==> src/rtl/serial_tx_dbuf.sv <==
module serial_tx_dbuf #(
  parameter int DATA_W = 8
) (
  input  logic              clk,
  input  logic              rst_n,
  input  logic              bit_tick,
  input  logic              wr_stb,
  input  logic [DATA_W-1:0] wr_data,
  input  logic              wr_bit8,
  input  logic              nine_bit,
  input  logic              tx_en,
  input  logic              brk,
  output logic              txd,
  output logic              hold_empty,
  output logic              line_done
);
  localparam int FW = DATA_W + 3;
  localparam int CW = $clog2(FW + 1);
  localparam logic [CW-1:0] LEN_S = CW'(FW - 1);
  localparam logic [CW-1:0] LEN_L = CW'(FW);

  logic [DATA_W-1:0] hold_q;
  logic              hold_b8;
  logic [FW-1:0]     sh;
  logic [CW-1:0]     cnt;
  logic              en_q, pre_q;

  logic busy, end_slot, pre_eff, ld_pre, ld_brk, ld_dat, ld_any;
  logic [CW-1:0] len;
  logic [FW-1:0] nxt_frame;

  assign busy     = cnt != '0;
  assign end_slot = bit_tick && cnt <= CW'(1);
  assign pre_eff  = pre_q || (tx_en && !en_q);
  assign ld_pre   = end_slot && tx_en && pre_eff;
  assign ld_brk   = end_slot && tx_en && !pre_eff && brk;
  assign ld_dat   = end_slot && tx_en && !pre_eff && !brk && !hold_empty;
  assign ld_any   = ld_pre || ld_brk || ld_dat;
  assign len      = nine_bit ? LEN_L : LEN_S;
  assign txd      = busy ? sh[0] : 1'b1;

  always_comb begin
    if (ld_pre)      nxt_frame = '1;
    else if (ld_brk) nxt_frame = '0;
    else             nxt_frame = {1'b1, nine_bit ? hold_b8 : 1'b1, hold_q, 1'b0};
  end

  always_ff @(posedge clk or negedge rst_n) begin
    if (!rst_n) begin
      sh  <= '1;
      cnt <= '0;
    end else if (bit_tick) begin
      if (cnt > CW'(1)) begin
        sh  <= {1'b1, sh[FW-1:1]};
        cnt <= cnt - CW'(1);
      end else if (ld_any) begin
        sh  <= nxt_frame;
        cnt <= len;
      end else begin
        cnt <= '0;
      end
    end
  end

  always_ff @(posedge clk or negedge rst_n) begin
    if (!rst_n) begin
      en_q  <= 1'b0;
      pre_q <= 1'b0;
    end else begin
      en_q  <= tx_en;
      pre_q <= tx_en && pre_eff && !ld_pre;
    end
  end

  always_ff @(posedge clk or negedge rst_n) begin
    if (!rst_n) begin
      hold_q     <= '0;
      hold_b8    <= 1'b0;
      hold_empty <= 1'b1;
    end else if (wr_stb) begin
      hold_q     <= wr_data;
      hold_b8    <= wr_bit8;
      hold_empty <= 1'b0;
    end else if (ld_dat) begin
      hold_empty <= 1'b1;
    end
  end

  always_ff @(posedge clk or negedge rst_n) begin
    if (!rst_n)                        line_done <= 1'b1;
    else if (wr_stb || ld_any)         line_done <= 1'b0;
    else if (end_slot && busy)         line_done <= 1'b1;
  end
endmodule

==> config.mk <==
export PLATFORM = sky130hd
export DESIGN_NAME = serial_tx_dbuf
export DESIGN_NICKNAME = d
export VERILOG_FILES = /design/src/rtl/serial_tx_dbuf.sv
export SDC_FILE = /design/constraint.sdc
export NUM_CORES = 1
export LEC_CHECK = 0
export BUFFER_PORTS_ARGS = -buffer_cell sky130_fd_sc_hd__buf_4
export CAP_MARGIN = 5
export CORE_UTILIZATION = 30
export DETAILED_ROUTE_END_ITERATION = 6
export PLACE_DENSITY_LB_ADDON = 0.3
export SYNTH_ARGS = -nofsm -noshare
export SYNTH_HDL_FRONTEND = slang
export SYNTH_SLANG_ARGS = --single-unit
==> constraint.sdc <==
create_clock -name clk -period 1.6 [get_ports clk]
set_input_delay 0.08 -clock clk [delete_from_list [all_inputs] [get_ports clk]]
set_output_delay 0.08 -clock clk [all_outputs]
set_load 0.02 [all_outputs]
==> results.json <==
{
  "outcome": "finished clean",
  "yosys_most_used_dff": "dfrtp_1",
  "start_util": 0.312,
  "diodes": 0,
  "cts_sinks": 28,
  "coreArea_sq_um": 4380,
  "slew_viol_final": 0,
  "grt_max_degree": 29,
  "p_int_mw": 1.79,
  "clock_latency_ns": 0.27,
  "cts_root_buf": "clkbuf_8",
  "clock.fmax_mhz": 637,
  "clkTransAtPathRegs_ns": 0.10,
  "cp.depth": 6,
  "portBuffers": 18,
  "fp.dieW_um": 69.5,
  "synthTopCellsByArea": "dfrtp_1 (27%), dfstp_2 (25%), mux2_2 (9.0%), o221a_1 (6.6%), o21ai_0 (4.8%)",
  "gp_congestion": 0.852,
  "wirelength_mm": 2.87,
  "hold_path_depth": 2,
  "path_cells": "inv_1, ha_4, nor2_4, nor2_4, mux2_2, a32o_1",
  "h-tree-depth": 1,
  "ir_drop_mv": 0.656,
  "power_mw": 2.65,
  "wl_per_cell_um": 14.3,
  "hpwl_mm": 2.03,
  "crit_path_max_fanout": 3,
  "hold_class": "in -> reg",
  "crit_path_max_incr_delay_ns": 0.39,
  "maxCapViolCount": 0,
  "p_leak_nw": 0.697,
  "crit_arrival_ns": 1.78,
  "slew_headroom": 0.761,
  "nets": 169,
  "critPathKind": "reg -> reg",
  "synth_common_cells": "dfrtp_1 (15), dfstp_2 (13), o21ai_0 (13)",
  "ff2ff_path_depth": 6,
  "swShare": 0.324,
  "finalClockSkew_ns": 0.00482,
  "min_period_ns": 1.57,
  "dieArea_sq_um": 4840,
  "drt_iter0_markers": 25,
  "finalHoldViolCount": 0,
  "syn_nets": 138,
  "yosysUniqueCellTypes": 34,
  "synthToLayoutAreaGrowth_pct": 26.7,
  "drive_above_1_share": 0.470,
  "setup.worst_path.start_class": "register",
  "syn_avg_cell_area_sq_um": 11.5,
  "fillers": 429,
  "row_count": 24,
  "p_sw_mw": 0.860,
  "cts_buffers": 3,
  "syn_area_sq_um": 1370,
  "cts_buffer_depth": 2,
  "grt_pass1_vias": 1070,
  "startpoint": "cnt[1]",
  "die_h_um": 69.5,
  "route.antenna.remaining_nets": 0,
  "grt_overflow": 0,
  "seqPwrFrac": 0.418,
  "tightestPinTransition_ns": 0.358,
  "min_from": "wr_bit8",
  "cp_data_required_time_ns": 1.81,
  "yosysTopAreaCellShare": 0.274,
  "p_per_area_nw_per_um2": 1530,
  "regArea_sq_um": 717,
  "place_area_sq_um": 1620,
  "syn_inst": 119,
  "yosysMostFrequentCell": "dfrtp_1",
  "setup_viol": 0,
  "p_comb_frac": 0.416,
  "cts_tree": "done",
  "grt_usage": 0.121,
  "synth_edf_count": 0,
  "r2r-start": "cnt[1]",
  "cp_slowest_cell": "dfrtp_1",
  "pwr-share-clk": 0.166,
  "cp-end-kind": "register",
  "async_reset_ff_frac": 1.00,
  "ys_warn_count": 0,
  "path_buf_inv": 1,
  "setup_tns_ns": 0,
  "multi_input_area_sq_um": 626,
  "routed-via-count": 1035,
  "drcViolationCount": 0,
  "yosys_register_bits": 28,
  "fin_crit_sh": 0.981,
  "yosysSeqAreaShare": 0.524,
  "grt_pass1_wl_mm": 4.77,
  "ios": 19,
  "fin_area_sq_um": 1730,
  "vias_per_cell": 5.15,
  "critPathMostFrequentCell": "nor2_4",
  "fin_cells": 201,
  "yosysTopAreaCell": "dfrtp_1",
  "cpLargestDelayFamily": "flip-flops",
  "dp_cells": 195,
  "antenna_found_initial": 0,
  "dr.pass1.iters": 2
}
## registers in the layout, summed over array words and instances, names as in the netlist
| signal | count |
|---|---|
| hold_q | 8 |
| hold_empty | 1 |
| sh | 11 |
| cnt | 4 |
| en_q | 1 |
| hold_b8 | 1 |
| line_done | 1 |
| pre_q | 1 |
## timing repair
item                                    in CTS  in global routing
buffers inserted                             0                  0
resized for setup                            2                  8
pin swaps                                    0                  0
endpoints found under the setup margin       8                 10
hold buffers                                 2                  0
hold endpoints to repair                    16                  0
## cell families (layout without fill, tap and decap cells)
logic type / count (synthesis) / count (layout) / share of synthesized area
compound gates: 44 / 44 / 0.227
fa+ha+maj: 3 / 3 / 0.0274
buf+inv: 12 / 42 / 0.0466
flops: 28 / 28 / 0.524
mux: 11 / 11 / 0.0905
simple gates: 21 / 21 / 0.0850
## cell type report
cell class,instances,area share
flip-flops and latches,28,0.413
multi-input cells,79,0.361
repair buffers,33,0.146
well taps,52,0.0375
clock buffers,4,0.0317
inverters,5,0.0108
## power groups by stage
stage / sequential, mW / combinational, mW / clock (mW)
after detailed placement: 1.11 / 0.989 / 0
after global placement: 1.10 / 0.967 / 0
after floorplan: 1.09 / 0.599 / 0
final: 1.11 / 1.10 / 0.440
after CTS: 1.10 / 1.00 / 0.458
after global routing: 1.13 / 1.21 / 0.480
## worst register-to-register path: cells and delay by family (launching register included)
family / cells / cell delay (ns)
AOI/OAI and AO/OA: 1 / 0.25
adders and majority gates: 1 / 0.20
buffers and inverters: 1 / 0.17
DFF: 1 / 0.39
muxes: 1 / 0.34
and+or+nand+nor: 2 / 0.16
## routing by layer
layer	GRT usage	share of wire	wire length (um)
met1	0.157	0.47	1350
met5	0	0	0
met2	0.207	0.50	1450
met3	0.0174	0.017	49
met4	0.0363	0.010	29
## cell usage in the layout (no fill, tap or decap), types with 3 or more instances in the layout
| master | instances |
|---|---|
| a21oi_1 | 10 |
| buf_4 | 31 |
| clkbuf_8 | 4 |
| dfrtp_1 | 15 |
| dfstp_2 | 13 |
| inv_1 | 3 |
| mux2_2 | 11 |
| nand2_1 | 6 |
| nand2b_1 | 3 |
| o21ai_0 | 12 |
| o221a_1 | 8 |
## path summary, 6_finish.rpt
path | to | slack [ns]
worst max-delay path | sh[9] | 0.03
worst min-delay path | hold_b8 | 0.03
worst max register to register | sh[9] | 0.03
worst min register to register | hold_empty | 0.47
max in group asynchronous | sh[3] | 1.04
min in group asynchronous | cnt[1] | 0.24
## stage by stage
stage          utilization  hold WS (ns)  setup slack (ns)
3_3_place_gp         0.370       0.00838            0.0164
2_1_floorplan            -        -0.216           -0.0744
3_5_place_dp         0.370        0.0182           -0.0332
6_report             0.396        0.0298            0.0302
4_1_cts              0.388        0.0254            0.0134
5_1_grt              0.396        0.0258           -0.0306
Note: power is estimated with default switching activity, not from simulation.
